$ cat src/rtl/operand_stage_pipe.sv
module operand_stage_pipe #(
  parameter int WIDTH       = 34,
  parameter int DEPTH       = 1,
  parameter int TAP         = 1,
  parameter bit SEL_CASCADE = 1'b0,
  parameter bit ASYNC_RST   = 1'b0,
  parameter bit RST_INV     = 1'b0
) (
  input  logic             clk,
  input  logic             rst,
  input  logic             arst,
  input  logic             ce1,
  input  logic             ce2,
  input  logic [WIDTH-1:0] din,
  input  logic [WIDTH-1:0] cin,
  output logic [WIDTH-1:0] dout,
  output logic [WIDTH-1:0] cout
);
  localparam bit LEGAL = (DEPTH == 0 && TAP == 0) ||
                         (DEPTH == 1 && TAP == 1) ||
                         (DEPTH == 2 && (TAP == 1 || TAP == 2));

  if (!LEGAL) begin : g_illegal
    $error("operand_stage_pipe: illegal DEPTH/TAP pair");
  end

  logic [WIDTH-1:0] sel_in, st1, st2, d2;
  logic rst_s, rst_a;

  assign sel_in = SEL_CASCADE ? cin : din;
  assign rst_s  = !ASYNC_RST && (rst ^ RST_INV);
  assign rst_a  = ASYNC_RST && (arst ^ RST_INV);

  if (DEPTH == 2) begin : g_first
    always_ff @(posedge clk or posedge rst_a)
      if (rst_a)      st1 <= '0;
      else if (rst_s) st1 <= '0;
      else if (ce1)   st1 <= sel_in;
    assign d2 = st1;
  end else begin : g_no_first
    assign st1 = '0;
    assign d2  = sel_in;
  end

  if (DEPTH >= 1) begin : g_last
    always_ff @(posedge clk or posedge rst_a)
      if (rst_a)      st2 <= '0;
      else if (rst_s) st2 <= '0;
      else if (ce2)   st2 <= d2;
  end else begin : g_bypass
    assign st2 = sel_in;
  end

  assign dout = st2;
  assign cout = (DEPTH == 2 && TAP == 1) ? st1 : st2;
endmodule


$ cat config.mk
export PLATFORM = sky130hd
export DESIGN_NAME = operand_stage_pipe
export DESIGN_NICKNAME = d
export VERILOG_FILES = /design/src/rtl/operand_stage_pipe.sv
export SDC_FILE = /design/constraint.sdc
export NUM_CORES = 1
export LEC_CHECK = 0
export BUFFER_PORTS_ARGS = -buffer_cell sky130_fd_sc_hd__buf_2
export CORE_MARGIN = 2
export CORE_UTILIZATION = 36
export CTS_CLUSTER_DIAMETER = 100
export DETAILED_ROUTE_END_ITERATION = 16
export PLACE_DENSITY = 0.85
export SETUP_SLACK_MARGIN = 0.5
export SLEW_MARGIN = 20
export SYNTH_ARGS = -nofsm -noshare
export SYNTH_HDL_FRONTEND = slang
export SYNTH_SLANG_ARGS = --single-unit
export TNS_END_PERCENT = 100
$ cat constraint.sdc
create_clock -name clk -period 0.9 [get_ports clk]
set_clock_uncertainty 0.1 [all_clocks]
set_input_delay 0.045 -clock clk [delete_from_list [all_inputs] [get_ports clk]]
set_output_delay 0.045 -clock clk [all_outputs]
set_load 0.01 [all_outputs]
==> reports/qor.yml, run 1 <==
run_status: "finished with violations"
violations: "negative hold slack"
die_y_um: 68.4
final_hold_viol_count: 34
synth_top_cell_area_share_pct: 45.6
worst_skew_pair_latency_ns: 0.27
rsz0062_at_grt: "true"
cts_tree: "yes"
antenna_violating_nets_post_route: 0
synth_ff_type: "sky130_fd_sc_hd__dfxtp_1"
drtPass1Iterations: 2
critical_path_required_ns: 0.75
worst-path-max-fanout: 3
cts_buffer_depth: 2
ioPinCount: 141
timing.critical_path.slowest_cell_delay_ns: 0.36
synth.yosys.seq_area_share_pct: 45.6
layout_overhead_on_the_synthesized_area_pct: 43.5
finalNonFillerCells: 271
crit_arrival_ns: 0.75
largest_register_ff_count: 34
launch_instance_of_the_worst_min_delay_path: "din[28]"
grt_start_max_net_pins: 35
place.detailed.hpwl_mm: 2.18
post_route_cells_drive_above_1_share_pct: 68.8
critical_path.slowest_cell: "sky130_fd_sc_hd__dfxtp_4"
fin_hold_ws_ns: -0.0978
n_antenna_cell: 0
dp_cells: 259
number_of_antenna_violations_at_the_first_check_in_global_routing: 0
totalNegativeSetupSlack_ns: 0
worst_setup_path_startpoint: "cout[15]$_SDFFE_PP0P_"
crit_chain: "buf_6"
critical_path.startpoint_type: "flip-flop"
slew_headroom_pct: 88.7
numCtsBuffers: 5
drt_iter0_drc: 21
starting_utilization_of_the_core_area_pct: 37.3
number_of_enable_flip_flop_cells_after_synthesis: 0
htree_levels: 2
worst-path-buf-inv: 1
grt-ovfl-total: 0
timing.setup.critical_path_class: "flip-flop to output port"
period_minus_slack_ns: 0.894
tightestPinTransition_ns: 0.165
final-max-slew-violation-count: 0
io_buffer_count: 104
post_drt_wl_per_cell_um: 11.8
worst_hold_check_path_type: "input port to flip-flop"
grt_first_pass_wirelength_mm: 4.32
power-per-cell-area_nw_per_um2: 1620
synth_seq_cells: 34
floorplan.die.width_um: 68.4
cts_root_buffer: "sky130_fd_sc_hd__clkbuf_8"
setup-violations-final: 0
yosysUniqueCellTypes: 8
die-area_um2: 4680
regToRegStartpoint: "cout[14]$_SDFFE_PP0P_"
grtUsageTotal_pct: 12.8
async_reset_ff_share_pct: 0
ys_top_cells_by_count: "34 x sky130_fd_sc_hd__buf_4, 34 x sky130_fd_sc_hd__dfxtp_1, 34 x sky130_fd_sc_hd__mux2i_1, 34 x sky130_fd_sc_hd__nor2_1"
route.detailed.vias_per_inst: 4.37
cpLargestDelayFamily: "flip-flops"
number_of_global_route_vias_before_repair: 998
routabilityCongestion: 0.616
max-vdd-ir-drop_v: 0.000740
clk_pin_slew_ns: 0.07
yosys_warnings: 0
leakage_nw: 1.17
ys_top_cells_by_area: "sky130_fd_sc_hd__dfxtp_1 46%, sky130_fd_sc_hd__mux2i_1 23%, sky130_fd_sc_hd__buf_4 17%"
clock-sinks: 34
synth.largest_area_cell: "sky130_fd_sc_hd__dfxtp_1"
floorplan_core_area_um2: 4000
cell_area_after_synthesis_um2: 1490
drv.max_cap_violation_count: 0
multi_input_area_um2: 468
fillers: 341
highest_attainable_clock_frequency_mhz: 1120
final.period_utilization_pct: 99.3
postSynthAreaPerCell_um2: 10.4
synth_cells: 144
postSynthNetCount: 217
route.vias.total: 1183
route.detailed.drc: 0
drt_wl_total_mm: 3.20
worstSetupEndpointType: "output port"
floorplan.rows: 23
layout.nets: 293
layout.area.seq_um2: 728
-- through the flow --
stage          area (um2)  total power [mW]  utilization [%]  hold slack, ns  setup WS (ns)
3_5_place_dp         1800              2.26             44.9           0.188         0.0386
2_1_floorplan        1520              2.12                -          0.0921          0.187
6_report             2140              3.48             53.6         -0.0978        0.00649
4_1_cts              2040              3.48             51.0          -0.108       -0.00219
3_3_place_gp         1800              2.24             44.9           0.176         0.0616
5_1_grt              2140              3.67             53.6          -0.101        -0.0282
-- final cells by class --
| cell class | instances | area share [%] |
|---|---|---|
| Clock inverter | 1 | 0.234 |
| Timing Repair Buffer | 111 | 37.0 |
| Clock buffer | 7 | 4.03 |
| Sequential cell | 34 | 34.0 |
| Multi-Input combinational cell | 68 | 21.8 |
| Tap cell | 50 | 2.92 |
-- kinds of logic (layout without fill, tap and decap cells) --
logic type | after synthesis | in the layout | synth area share [%]
flops | 34 | 34 | 45.6
simple gates | 34 | 34 | 8.54
mux | 34 | 34 | 22.8
buf+inv | 42 | 119 | 23.1
-- routing by layer --
metal  global-route usage (%)  share of wire (%)
met2                     22.6                 55
met4                     8.75               0.91
met5                        0                  0
met1                     12.7                 37
met3                     4.11                7.4
-- final timing paths --
check | endpoint | slack (ns) | depth (start not counted)
worst min register to register | cout[24]$_SDFFE_PP0P_ | 0.39 | 2
worst min-delay path | cout[28]$_SDFFE_PP0P_ | -0.1 | 3
worst max-delay path | dout[15] | 0.006 | 1
worst max register to register | cout[14]$_SDFFE_PP0P_ | 0.04 | 3
-- cell usage in the layout (no fill, tap or decap) --
cell / netlist / layout
sky130_fd_sc_hd__buf_2: 3 / 76
sky130_fd_sc_hd__mux2i_1: 34 / 34
sky130_fd_sc_hd__nor2_1: 34 / 34
sky130_fd_sc_hd__dfxtp_2: 0 / 32
sky130_fd_sc_hd__buf_6: 1 / 30
sky130_fd_sc_hd__clkbuf_8: 0 / 6
sky130_fd_sc_hd__buf_12: 3 / 3
sky130_fd_sc_hd__dfxtp_4: 0 / 2
sky130_fd_sc_hd__buf_4: 34 / 2
sky130_fd_sc_hd__clkinv_2: 0 / 1
sky130_fd_sc_hd__clkbuf_1: 0 / 1
-- power breakdown --
part           internal (mW)  leakage (nW)  switching (mW)  total (mW)
Clock                  0.616        0.0482           0.505        1.12
Combinational          0.378         0.828           0.288       0.666
Sequential              1.61         0.293          0.0763        1.69
Total                   2.61          1.17           0.870        3.48
-- timing repair --
action | in CTS | in global routing
gates resized for setup | 44 | 19
setup endpoints to repair | 102 | 102
setup buffers | 4 | 0
pin swaps | 2 | 3
endpoints found under the hold margin | 34 | 34
No activity file was read; power rests on OpenSTA's default activity.
==> run 2: changes to the inputs <==
--- a/config.mk
+++ b/config.mk
@@ -5,12 +5,13 @@
 export SDC_FILE = /design/constraint.sdc
 export NUM_CORES = 1
 export LEC_CHECK = 0
+export ABC_AREA = 1
 export BUFFER_PORTS_ARGS = -buffer_cell sky130_fd_sc_hd__buf_2
 export CORE_MARGIN = 2
-export CORE_UTILIZATION = 36
+export CORE_UTILIZATION = 38
 export CTS_CLUSTER_DIAMETER = 100
 export DETAILED_ROUTE_END_ITERATION = 16
-export PLACE_DENSITY = 0.85
+export PLACE_DENSITY = 0.86
 export SETUP_SLACK_MARGIN = 0.5
 export SLEW_MARGIN = 20
 export SYNTH_ARGS = -nofsm -noshare
==> reports/qor.yml, run 2 <==
run_status: "finished with violations"
violations: "negative hold slack, negative setup slack"
worst-path-buf-inv: 1  # unchanged
number_of_antenna_violations_at_the_first_check_in_global_routing: 0  # unchanged
worstSetupEndpointType: "output port"
most_frequent_cells_in_the_layout: "74 x sky130_fd_sc_hd__buf_2, 68 x sky130_fd_sc_hd__nand2_1, 62 x sky130_fd_sc_hd__nor2_1"
clk_pin_slew_ns: 0.06  # about the same
critical_path.slowest_cell: "sky130_fd_sc_hd__dfxtp_2"
power_mw: 3.79  # +9.1%
rsz0062_at_grt: "true"
place.detailed.hpwl_mm: 2.20  # +1.2%
io_buffer_count: 104  # unchanged
postSynthNetCount: 323  # +49%
worst_skew_pair_latency_ns: 0.28  # about the same
drt_iter0_drc: 33  # +57%
fin_hold_ws_ns: -0.0545  # +0.0433 ns
routabilityCongestion: 0.654  # +6.1%
slew_headroom_pct: 89.7  # +0.97 points
tightestPinTransition_ns: 0.155  # -0.00987 ns
largest_register_ff_count: 34  # unchanged
floorplan.die.width_um: 70.1  # +2.4%
grt-ovfl-total: 0  # unchanged
internal_power_mw: 2.82  # +8.3%
synth.largest_area_cell: "sky130_fd_sc_hd__dfxtp_1"
highest_attainable_clock_frequency_mhz: 1110  # -0.87%
timing.setup.critical_path_class: "flip-flop to output port"
total_switching_power_mw: 0.968  # +11%
layout.area.seq_um2: 738  # +1.4%
synth_top_cell_area_share_pct: 41.1  # -4.5 points
grt_start_max_net_pins: 38  # +8.6%
post_drt_wl_per_cell_um: 9.23  # -22%
ys_top_cells_by_count: "68 x sky130_fd_sc_hd__nand2_1, 68 x sky130_fd_sc_hd__nor2_1, 34 x sky130_fd_sc_hd__buf_4, 34 x sky130_fd_sc_hd__dfxtp_1, 34 x sky130_fd_sc_hd__inv_1"
critical_path_required_ns: 0.75  # about the same
antenna_violating_nets_post_route: 0  # unchanged
number_of_global_route_vias_before_repair: 1280  # +28%
dp_cells: 364  # +41%
setup-violations-final: 3  # +3
crit_chain: "buf_2"
share_clk_of_total_power_pct: 33.5  # +1.2 points
final_hold_viol_count: 34  # unchanged
power-per-cell-area_nw_per_um2: 1600  # -1.5%
starting_utilization_of_the_core_area_pct: 38.9  # +1.5 points
synth.yosys.seq_area_share_pct: 41.1  # -4.5 points
htree_levels: 2  # unchanged
drv.max_cap_violation_count: 0  # unchanged
clock-sinks: 34  # unchanged
route.vias.total: 1512  # +28%
cts_buffer_depth: 2  # unchanged
power.share.switching_pct: 25.5  # +0.51 points
cell_area_after_synthesis_um2: 1660  # +11%
worst-path-max-fanout: 3  # unchanged
synth_cells: 250  # +74%
cts_tree: "yes"
yosysUniqueCellTypes: 8  # unchanged
drtPass1Iterations: 4  # +2
timing.final.ws_setup_ns: -0.00137  # -0.00786 ns
synth_seq_cells: 34  # unchanged
dp_slack_ns: 0.118  # +0.0792 ns
utilization_pct: 55.7  # +2.1 points
grtUsageTotal_pct: 13.2  # +0.36 points
floorplan_core_area_um2: 4260  # +6.6%
yosys_warnings: 0  # unchanged
crit_arrival_ns: 0.76  # about the same
layout_overhead_on_the_synthesized_area_pct: 43.2
critical_path.startpoint_type: "flip-flop"
period_minus_slack_ns: 0.901  # +0.00786 ns
ys_top_cells_by_area: "sky130_fd_sc_hd__dfxtp_1 41%, sky130_fd_sc_hd__buf_4 15%, sky130_fd_sc_hd__nand2_1 15%"
final-max-slew-violation-count: 0  # unchanged
cts_root_buffer: "sky130_fd_sc_hd__clkbuf_8"
synth_ff_type: "sky130_fd_sc_hd__dfxtp_1"
die-area_um2: 4910  # +4.8%
comb_power_share_pct: 21.2  # +2.0 points
number_of_enable_flip_flop_cells_after_synthesis: 0  # unchanged
leakage_nw: 1.40  # +20%
layout.nets: 396  # +35%
finalNonFillerCells: 376  # +39%
max-vdd-ir-drop_v: 0.000981  # +33%
die_y_um: 70.1  # +2.4%
worst_hold_check_path_type: "input port to flip-flop"
relative_contribution_of_sequential_cells_to_total_power_pct: 45.3  # -3.3 points
ioPinCount: 141  # unchanged
postSynthAreaPerCell_um2: 6.63  # -36%
post_route_cells_drive_above_1_share_pct: 49.1  # -20 points
floorplan.rows: 24  # +4.3%
cpLargestDelayFamily: "flip-flops"
async_reset_ff_share_pct: 0  # unchanged
multi_input_area_um2: 531  # +13%
leading_cell_type_in_the_layout_fill_and_taps_excluded: "sky130_fd_sc_hd__buf_2"
fillers: 391  # +15%
drt_wl_total_mm: 3.47  # +8.4%
timing.critical_path.slowest_cell_delay_ns: 0.34  # -0.02 ns
route.detailed.vias_per_inst: 4.02  # -7.9%
n_antenna_cell: 0  # unchanged
final.period_utilization_pct: 100  # +0.87 points
route.detailed.drc: 0  # unchanged
numCtsBuffers: 5  # unchanged
grt_first_pass_wirelength_mm: 5.25  # +22%
## run 2: cells by family (layout without fill, tap and decap cells)
| family | after synthesis | count (layout) | synth area share (%) |
|---|---|---|---|
| buffers and inverters | 80 | 154 | 28.1 |
| flip-flops | 34 | 34 | 41.1 |
| AND/OR/NAND/NOR | 136 | 136 | 30.8 |
## run 2: power by group through the flow
stage | logic [mW] | clock network (mW) | registers [mW]
floorplan | 0.478 | 0 | 1.78
global placement | 0.660 | 0 | 1.72
detailed placement | 0.672 | 0 | 1.72
CTS | 0.723 | 1.33 | 1.71
global route | 0.889 | 1.40 | 1.73
finish | 0.804 | 1.27 | 1.72
## run 2: what timing repair did
item | 4_1_cts | 5_1_grt
resized for setup | 32 | 29
setup endpoints to repair | 102 | 102
pin swaps | 36 | 2
buffers inserted | 0 | 4
endpoints found under the hold margin | 34 | 29
## run 2: through the flow
| step | setup TNS, ns | cell area [um2] |
|---|---|---|
| 5_1_grt | -1.25 | 2370 |
| 3_3_place_gp | 0 | 1990 |
| 2_1_floorplan | 0 | 1740 |
| 3_5_place_dp | 0 | 1990 |
| 4_1_cts | -0.0292 | 2210 |
| 6_report | -0.00285 | 2370 |
## run 2: final timing paths
path / from / end / slack (ns) / cells past startpoint
min: din[12] / cout[12]$_SDFFE_PP0P_ / -0.05 / 5
max: cout[14]$_SDFFE_PP0P_ / dout[14] / -0.001 / 1
min reg2reg: cout[24]$_SDFFE_PP0P_ / cout[24]$_SDFFE_PP0P_ / 0.37 / 2
max reg2reg: cout[2]$_SDFFE_PP0P_ / cout[2]$_SDFFE_PP0P_ / 0.11 / 3
## run 2: routing by layer
metal	routed length [um]	part of all wire, %	GRT usage (%)
met1	1340	39	13.7
met2	1820	53	24.2
met3	256	7.4	3.61
met4	49	1.4	6.41
met5	0	0	0
## run 2: area by class of cell
type,count,area share [%]
sequential,34,31.1
timing repair buffer,111,33.6
multi-input combinational,136,22.4
inverter,35,5.54
tap,52,2.74
clock buffer,8,4.64
